`src/rtl/hmb_pkg.sv`:
```
package hmb_pkg;

    localparam int unsigned HOST_DW  = 8;
    localparam int unsigned HOST_AW  = 3;
    localparam int unsigned NUM_TX   = 3;
    localparam int unsigned PROC_DW  = 24;
    localparam int unsigned PSEL_W   = 2;
    localparam int unsigned STAT_W   = 8;
    localparam int unsigned PCTL_W   = 5;

    localparam int unsigned OFF_CTRL = 0;
    localparam int unsigned OFF_STAT = 2;
    localparam int unsigned OFF_TX0  = 5;

    localparam logic [PSEL_W-1:0] SEL_CTRL = 2'd0;
    localparam logic [PSEL_W-1:0] SEL_STAT = 2'd1;
    localparam logic [PSEL_W-1:0] SEL_RX   = 2'd2;

    localparam int unsigned CTRL_ZERO_BIT = 2;
    localparam logic [HOST_DW-1:0] CTRL_MASK = ~(HOST_DW'(1) << CTRL_ZERO_BIT);

    // host-written control byte, bit 7 down to bit 0
    typedef struct packed {
        logic init;
        logic mode1;
        logic mode0;
        logic flag1;
        logic flag0;
        logic zero;
        logic tx_req;
        logic rx_req;
    } host_ctrl_t;

    // processor-written control, bit 4 down to bit 0
    typedef struct packed {
        logic flag3;
        logic flag2;
        logic cmd_ie;
        logic tx_ie;
        logic rx_ie;
    } proc_ctrl_t;

    typedef struct packed {
        logic tx_empty;
        logic rx_full;
    } xfer_flags_t;

    function automatic logic [STAT_W-1:0] host_status(
        input host_ctrl_t  hc,
        input proc_ctrl_t  pc,
        input logic        dma,
        input xfer_flags_t fl
    );
        logic [STAT_W-1:0] s;
        s    = '0;
        s[7] = hc.tx_req & fl.tx_empty;
        s[6] = dma;
        s[4] = pc.flag3;
        s[3] = pc.flag2;
        s[2] = fl.tx_empty & ~fl.rx_full;
        s[1] = fl.tx_empty;
        return s;
    endfunction

    function automatic logic [STAT_W-1:0] proc_status(
        input host_ctrl_t  hc,
        input logic        dma,
        input xfer_flags_t fl
    );
        logic [STAT_W-1:0] s;
        s    = '0;
        s[7] = dma;
        s[4] = hc.flag1;
        s[3] = hc.flag0;
        s[0] = fl.rx_full;
        return s;
    endfunction

endpackage

```
`src/rtl/hmb_host_side.sv`:
```
module hmb_host_side
    import hmb_pkg::*;
#(
    parameter int unsigned AW   = HOST_AW,
    parameter int unsigned DW   = HOST_DW,
    parameter int unsigned NTX  = NUM_TX,
    parameter int unsigned CTRL = OFF_CTRL,
    parameter int unsigned TX0  = OFF_TX0
) (
    input  logic              clk,
    input  logic              rst,
    input  logic [AW-1:0]     addr,
    input  logic              wr,
    input  logic [DW-1:0]     wdata,
    output host_ctrl_t        ctrl,
    output logic [DW*NTX-1:0] tx_word,
    output logic              low_wr
);
    localparam logic [AW-1:0] CTRL_A = AW'(CTRL);
    localparam logic [AW-1:0] LOW_A  = AW'(TX0 + NTX - 1);

    always_ff @(posedge clk) begin
        if (rst) begin
            ctrl <= '0;
        end else if (wr && addr == CTRL_A) begin
            ctrl <= host_ctrl_t'(wdata & CTRL_MASK);
        end
    end

    // byte 0 (lowest address) is the most significant part of the word
    for (genvar b = 0; b < NTX; b++) begin : g_txbyte
        localparam logic [AW-1:0] MY_A = AW'(TX0 + b);
        logic [DW-1:0] q;
        always_ff @(posedge clk) begin
            if (rst) begin
                q <= '0;
            end else if (wr && addr == MY_A) begin
                q <= wdata;
            end
        end
        assign tx_word[(NTX-1-b)*DW +: DW] = q;
    end

    assign low_wr = wr && (addr == LOW_A);

endmodule

```
`src/rtl/hmb_xfer.sv`:
```
module hmb_xfer
    import hmb_pkg::*;
#(
    parameter int unsigned W = HOST_DW * NUM_TX
) (
    input  logic         clk,
    input  logic         rst,
    input  logic [W-1:0] tx_word,
    input  logic         low_wr,
    input  logic         rx_rd,
    output logic [W-1:0] rx_word,
    output xfer_flags_t  flags
);
    logic move;
    assign move = !flags.tx_empty && !flags.rx_full;

    always_ff @(posedge clk) begin
        if (rst) begin
            rx_word        <= '0;
            flags.tx_empty <= 1'b1;
            flags.rx_full  <= 1'b0;
        end else begin
            if (move) begin
                rx_word <= tx_word;
            end
            // a new low byte outranks the empty flag raised by a move
            if (low_wr) begin
                flags.tx_empty <= 1'b0;
            end else if (move) begin
                flags.tx_empty <= 1'b1;
            end
            if (move) begin
                flags.rx_full <= 1'b1;
            end else if (rx_rd) begin
                flags.rx_full <= 1'b0;
            end
        end
    end


    low_write_empties_chk: assert property (@(posedge clk) disable iff (rst)
        low_wr |=> !flags.tx_empty);


    move_loads_word_chk: assert property (@(posedge clk) disable iff (rst)
        (!flags.tx_empty && !flags.rx_full) |=> (flags.rx_full && rx_word == $past(tx_word)));


    full_holds_word_chk: assert property (@(posedge clk) disable iff (rst)
        flags.rx_full |=> $stable(rx_word));


    read_drains_full_chk: assert property (@(posedge clk) disable iff (rst)
        (flags.rx_full && rx_rd) |=> !flags.rx_full);

endmodule

```
`src/rtl/hmb_dma_stat.sv`:
```
module hmb_dma_stat #(
    parameter int unsigned NCLR = 3
) (
    input  logic            clk,
    input  logic            rst,
    input  logic [1:0]      mode,
    input  logic [NCLR-1:0] clr,
    output logic            dma
);
    always_ff @(posedge clk) begin
        if (rst || (|clr)) begin
            dma <= 1'b0;
        end else begin
            dma <= |mode;
        end
    end


    clear_forces_dma_low_chk: assert property (@(posedge clk) disable iff (rst)
        (|clr) |=> !dma);

endmodule

```
`src/rtl/hmb_proc_side.sv`:
```
module hmb_proc_side
    import hmb_pkg::*;
#(
    parameter int unsigned PW = PROC_DW,
    parameter int unsigned SW = PSEL_W,
    parameter int unsigned RW = HOST_DW * NUM_TX
) (
    input  logic          clk,
    input  logic          rst,
    input  logic [SW-1:0] sel,
    input  logic          wr,
    input  logic          rd,
    input  logic [PW-1:0] wdata,
    input  host_ctrl_t    hctrl,
    input  logic          dma,
    input  xfer_flags_t   flags,
    input  logic [RW-1:0] rx_word,
    output proc_ctrl_t    pctrl,
    output logic          rx_rd,
    output logic [PW-1:0] rdata
);
    logic unused_wdata_hi;
    assign unused_wdata_hi = ^wdata[PW-1:PCTL_W];

    always_ff @(posedge clk) begin
        if (rst) begin
            pctrl <= '0;
        end else if (wr && sel == SEL_CTRL) begin
            pctrl <= proc_ctrl_t'(wdata[PCTL_W-1:0]);
        end
    end

    assign rx_rd = rd && (sel == SEL_RX);

    always_comb begin
        rdata = '0;
        if (rd) begin
            case (sel)
                SEL_CTRL: rdata = PW'(pctrl);
                SEL_STAT: rdata = PW'(proc_status(hctrl, dma, flags));
                SEL_RX:   rdata = PW'(rx_word);
                default:  rdata = '0;
            endcase
        end
    end

endmodule

```
`src/rtl/hmb_mailbox.sv`:
```
module hmb_mailbox
    import hmb_pkg::*;
(
    input  logic               clk,
    input  logic               rst,
    input  logic               soft_rst,
    input  logic               indiv_rst,
    input  logic               stop_req,
    input  logic [HOST_AW-1:0] host_addr,
    input  logic               host_wr,
    input  logic               host_rd,
    input  logic [HOST_DW-1:0] host_wdata,
    output logic [HOST_DW-1:0] host_rdata,
    input  logic [PSEL_W-1:0]  proc_sel,
    input  logic               proc_wr,
    input  logic               proc_rd,
    input  logic [PROC_DW-1:0] proc_wdata,
    output logic [PROC_DW-1:0] proc_rdata
);
    localparam int unsigned WORD_W = HOST_DW * NUM_TX;
    localparam logic [HOST_AW-1:0] CTRL_A = HOST_AW'(OFF_CTRL);
    localparam logic [HOST_AW-1:0] STAT_A = HOST_AW'(OFF_STAT);

    host_ctrl_t        hctrl;
    proc_ctrl_t        pctrl;
    xfer_flags_t       flags;
    logic [WORD_W-1:0] tx_word;
    logic [WORD_W-1:0] rx_word;
    logic              low_wr;
    logic              rx_rd;
    logic              dma;

    hmb_host_side #(
        .AW(HOST_AW), .DW(HOST_DW), .NTX(NUM_TX), .CTRL(OFF_CTRL), .TX0(OFF_TX0)
    ) u_host (
        .clk(clk), .rst(rst), .addr(host_addr), .wr(host_wr), .wdata(host_wdata),
        .ctrl(hctrl), .tx_word(tx_word), .low_wr(low_wr)
    );

    hmb_xfer #(.W(WORD_W)) u_xfer (
        .clk(clk), .rst(rst), .tx_word(tx_word), .low_wr(low_wr), .rx_rd(rx_rd),
        .rx_word(rx_word), .flags(flags)
    );

    hmb_dma_stat #(.NCLR(3)) u_dma (
        .clk(clk), .rst(rst), .mode({hctrl.mode1, hctrl.mode0}),
        .clr({soft_rst, indiv_rst, stop_req}), .dma(dma)
    );

    hmb_proc_side #(.PW(PROC_DW), .SW(PSEL_W), .RW(WORD_W)) u_proc (
        .clk(clk), .rst(rst), .sel(proc_sel), .wr(proc_wr), .rd(proc_rd),
        .wdata(proc_wdata), .hctrl(hctrl), .dma(dma), .flags(flags),
        .rx_word(rx_word), .pctrl(pctrl), .rx_rd(rx_rd), .rdata(proc_rdata)
    );

    always_comb begin
        host_rdata = '0;
        if (host_rd) begin
            case (host_addr)
                CTRL_A:  host_rdata = hctrl;
                STAT_A:  host_rdata = host_status(hctrl, pctrl, dma, flags);
                default: host_rdata = '0;
            endcase
        end
    end


    collision_keeps_pending_chk: assert property (@(posedge clk) disable iff (rst)
        (!flags.tx_empty && !flags.rx_full && low_wr) |=> (!flags.tx_empty && flags.rx_full));


    mode_clear_drops_dma_chk: assert property (@(posedge clk) disable iff (rst)
        (!hctrl.mode1 && !hctrl.mode0) |=> !dma);

endmodule

```
`config.mk`:
```
export PLATFORM = sky130hd
export DESIGN_NAME = hmb_mailbox
export DESIGN_NICKNAME = d
export VERILOG_FILES = /design/src/rtl/hmb_pkg.sv /design/src/rtl/hmb_host_side.sv /design/src/rtl/hmb_xfer.sv /design/src/rtl/hmb_dma_stat.sv /design/src/rtl/hmb_proc_side.sv /design/src/rtl/hmb_mailbox.sv
export SDC_FILE = /design/constraint.sdc
export NUM_CORES = 1
export LEC_CHECK = 0
export ABC_AREA = 0
export BUFFER_PORTS_ARGS = -buffer_cell sky130_fd_sc_hd__clkbuf_2
export CAP_MARGIN = 20
export CELL_PAD_IN_SITES_DETAIL_PLACEMENT = 0
export CELL_PAD_IN_SITES_GLOBAL_PLACEMENT = 2
export CORE_MARGIN = 2
export CORE_UTILIZATION = 34
export DETAILED_ROUTE_END_ITERATION = 7
export PLACE_DENSITY_LB_ADDON = 0.1
export SLEW_MARGIN = 20
export SYNTH_ARGS = -nofsm -noshare
export SYNTH_HDL_FRONTEND = slang
export SYNTH_SLANG_ARGS = --single-unit
```
`constraint.sdc`:
```
create_clock -name clk -period 1.58 [get_ports clk]
set_input_delay 0.237 -clock clk [delete_from_list [all_inputs] [get_ports clk]]
set_output_delay 0.237 -clock clk [all_outputs]
set_load 0.1 [all_outputs]
```
==> results_dict.tcl <==
set metrics [dict create \
    status "finished, final reports clean" \
    drtIter0Drc 90 \
    netlist_area_sq_mm 0.00298 \
    via_count 2338 \
    cts_inserted_buffers 9 \
    cp_num_buf_inv 3 \
    grt_pass1_wl_microns 11700 \
    hold-worst-slack_ps 141 \
    maxSlewHeadroom_pct 71.7 \
    layout_common_cells "61 x dfxtp_1, 55 x nand2b_1, 44 x mux2i_1" \
    fillers 802 \
    syn_avg_cell_area_sq_um 9.54 \
    slowest_stage "or3b_4" \
    io_buffers 58 \
    synthCells 312 \
    rsz0062_at_grt "false" \
    clk_latency_ps 330 \
    vias_per_cell 4.83 \
    cts_max_path_buffers 2 \
    path_clk_slew_ps 70 \
    path_cells "clkbuf_2 -> or3b_4 -> buf_4 -> nor2_4 -> buf_12" \
    synth_edf_count 0 \
    drt-total-wl_microns 7220 \
    postCtsHoldBufs 0 \
    clock-sinks 63 \
    p_leak_uw 0.00166 \
    wl_per_cell_microns 14.9 \
    fin_crit_ps 1550 \
    path_max_fanout 7 \
    slowest_delay_ps 490 \
    max_cap_viol_count 0 \
    synth_fp_nets 358 \
    seq_area_frac_synth_pct 42.4 \
    drive_gt1_share_pct 34.6 \
    hold_viol 0 \
    crit_type "input port to primary output" \
    first_global_vias 2245 \
    tns_ps 0 \
    synth_seq_cells 63 \
    final_common_cell "dfxtp_1" \
    hold_path_class "input port to flop" \
    crit_family "simple AND/OR/NAND/NOR gates" \
    die_x_microns 97.6 \
    gp_congestion 0.754 \
    grt-ovfl-total 0 \
    dp_hpwl_microns 4680 \
    grt_max_degree 51 \
    placed_cell_area_sq_mm 0.00403 \
    synthDistinctLibCells 31 \
    grt_usage_pct 15.2 \
    start_kind "input port" \
    core_sq_mm 0.00859 \
    drc 0 \
    synth_ff_type "dfxtp_1" \
    fin_skew_ps 10.9 \
    ys_warn_count 0 \
    initial_core_util_pct 34.6 \
    arrival_ps 1310 \
    syn_to_final_growth_pct 44.1 \
    antenna_left 0 \
    cts.htree.levels 3 \
    antenna_found_initial 0 \
    p_per_area_mw_per_mm2 767 \
    rows 34 \
    cts_root_buf "clkbuf_8" \
    first_pass_iters 5 \
    nets 417 \
    io_pins 78 \
    fin_crit_sh_pct 98.0 \
    fmax_mhz 646 \
    cts_tree "done" \
    setup_violations 0 \
    worstMarginPinSlew_ps 424 \
    fin_area_sq_mm 0.00429 \
    ir_worst_vdd_mv 0.444 \
    dieArea_sq_mm 0.00952 \
    n_antenna_cell 0 \
    ys_async_sr_fraction_pct 0 \
    drv_slew 0 \
    end_kind "primary output" \
    die_height_microns 97.6 \
    crit_required_ps 1340 \
]
-- path summary, 6_finish.rpt --
path | startpoint | endpoint | slack, ps | depth (start not counted)
worst max-delay path | host_addr[2] | host_rdata[4] | 30 | 5
worst min-delay path | proc_wdata[0] | u_proc.pctrl[0] | 140 | 3
worst max register to register | u_xfer.flags[0] | u_xfer.rx_word[14] | 300 | 3
worst min register to register | u_xfer.rx_word[14] | u_xfer.rx_word[14] | 470 | 2
-- layout make-up --
class                           instances  area (sq um)  area share, %
Clock buffer                           10           128           2.98
Clock inverter                          6          61.3           1.43
Multi-Input combinational cell        223          1710           40.0
Sequential cell                        63          1270           29.5
Tap cell                              108           135           3.15
Timing Repair Buffer                   74           983           22.9
-- worst reg2reg max path: stages (launching register included) --
cell and delay, ps:
dfxtp_4 370, bufbuf_16 290, or3b_2 440, a21oi_1 120
-- Yosys cell counts (2+ instances only) --
library cell  count  area (sq um)
dfxtp_1          63          1260
nand2b_1         55           344
mux2i_1          44           440
a21oi_1          26           130
o21ai_0          24           120
or3b_1           23           201
and2_1           18           113
clkbuf_1         14          52.6
buf_2             8          40.0
nor2_1            5          18.8
nand2_1           4          15.0
buf_4             3          22.5
o22ai_1           3          18.8
nand3b_1          2          15.0
nand4b_1          2          17.5
nor3b_2           2          25.0
or3b_2            2          17.5
-- cell families (layout without fill, tap and decap cells) --
| logic type | count (synthesis) | after routing | synth area share (%) |
|---|---|---|---|
| buffers and inverters | 26 | 90 | 4.25 |
| muxes | 44 | 44 | 14.8 |
| DFF | 63 | 63 | 42.4 |
| AOI/OAI and AO/OA | 57 | 57 | 9.96 |
| and+or+nand+nor | 122 | 122 | 28.6 |
-- through the flow --
step	cells	total power [uW]	utilization, %	worst slack, ps
CTS	482	3320	49.5	12.0
floorplan	312	1840	-	-297
detailed placement	465	1950	46.9	15.2
global route	484	3420	49.9	3.66
global placement	465	1950	46.9	21.7
finish	484	3290	49.9	31.4
-- state kept, by name, indices dropped and copies added (netlist names) --
name and flops:
u_proc.pctrl 5, u_xfer.flags 2, u_host.ctrl 7, u_xfer.rx_word 24, u_host.g_txbyte.q 24, u_dma.dma 1
-- metal layers --
metal  share of wire (%)  GRT usage [%]  vias up  routed length [microns]
met3                 3.4           2.37        9                      242
li1                    -              -     1204                        -
met4                 1.3           5.45        0                       97
met1                  53           22.9     1082                     3820
met2                  42           21.8       43                     3060
met5                   0              0        -                        0
-- what timing repair did --
action	4_1_cts	5_1_grt
endpoints found under the setup margin	2	5
pin swaps	0	1
gates resized for setup	2	2
cloned	1	1
buffers inserted	0	1
-- report_power, final --
| group | internal (uW) | switching [uW] | total (uW) |
|---|---|---|---|
| logic | 133 | 167 | 300 |
| clock network | 724 | 641 | 1360 |
| registers | 1610 | 14.1 | 1620 |
No activity file was read; power rests on OpenSTA's default activity.
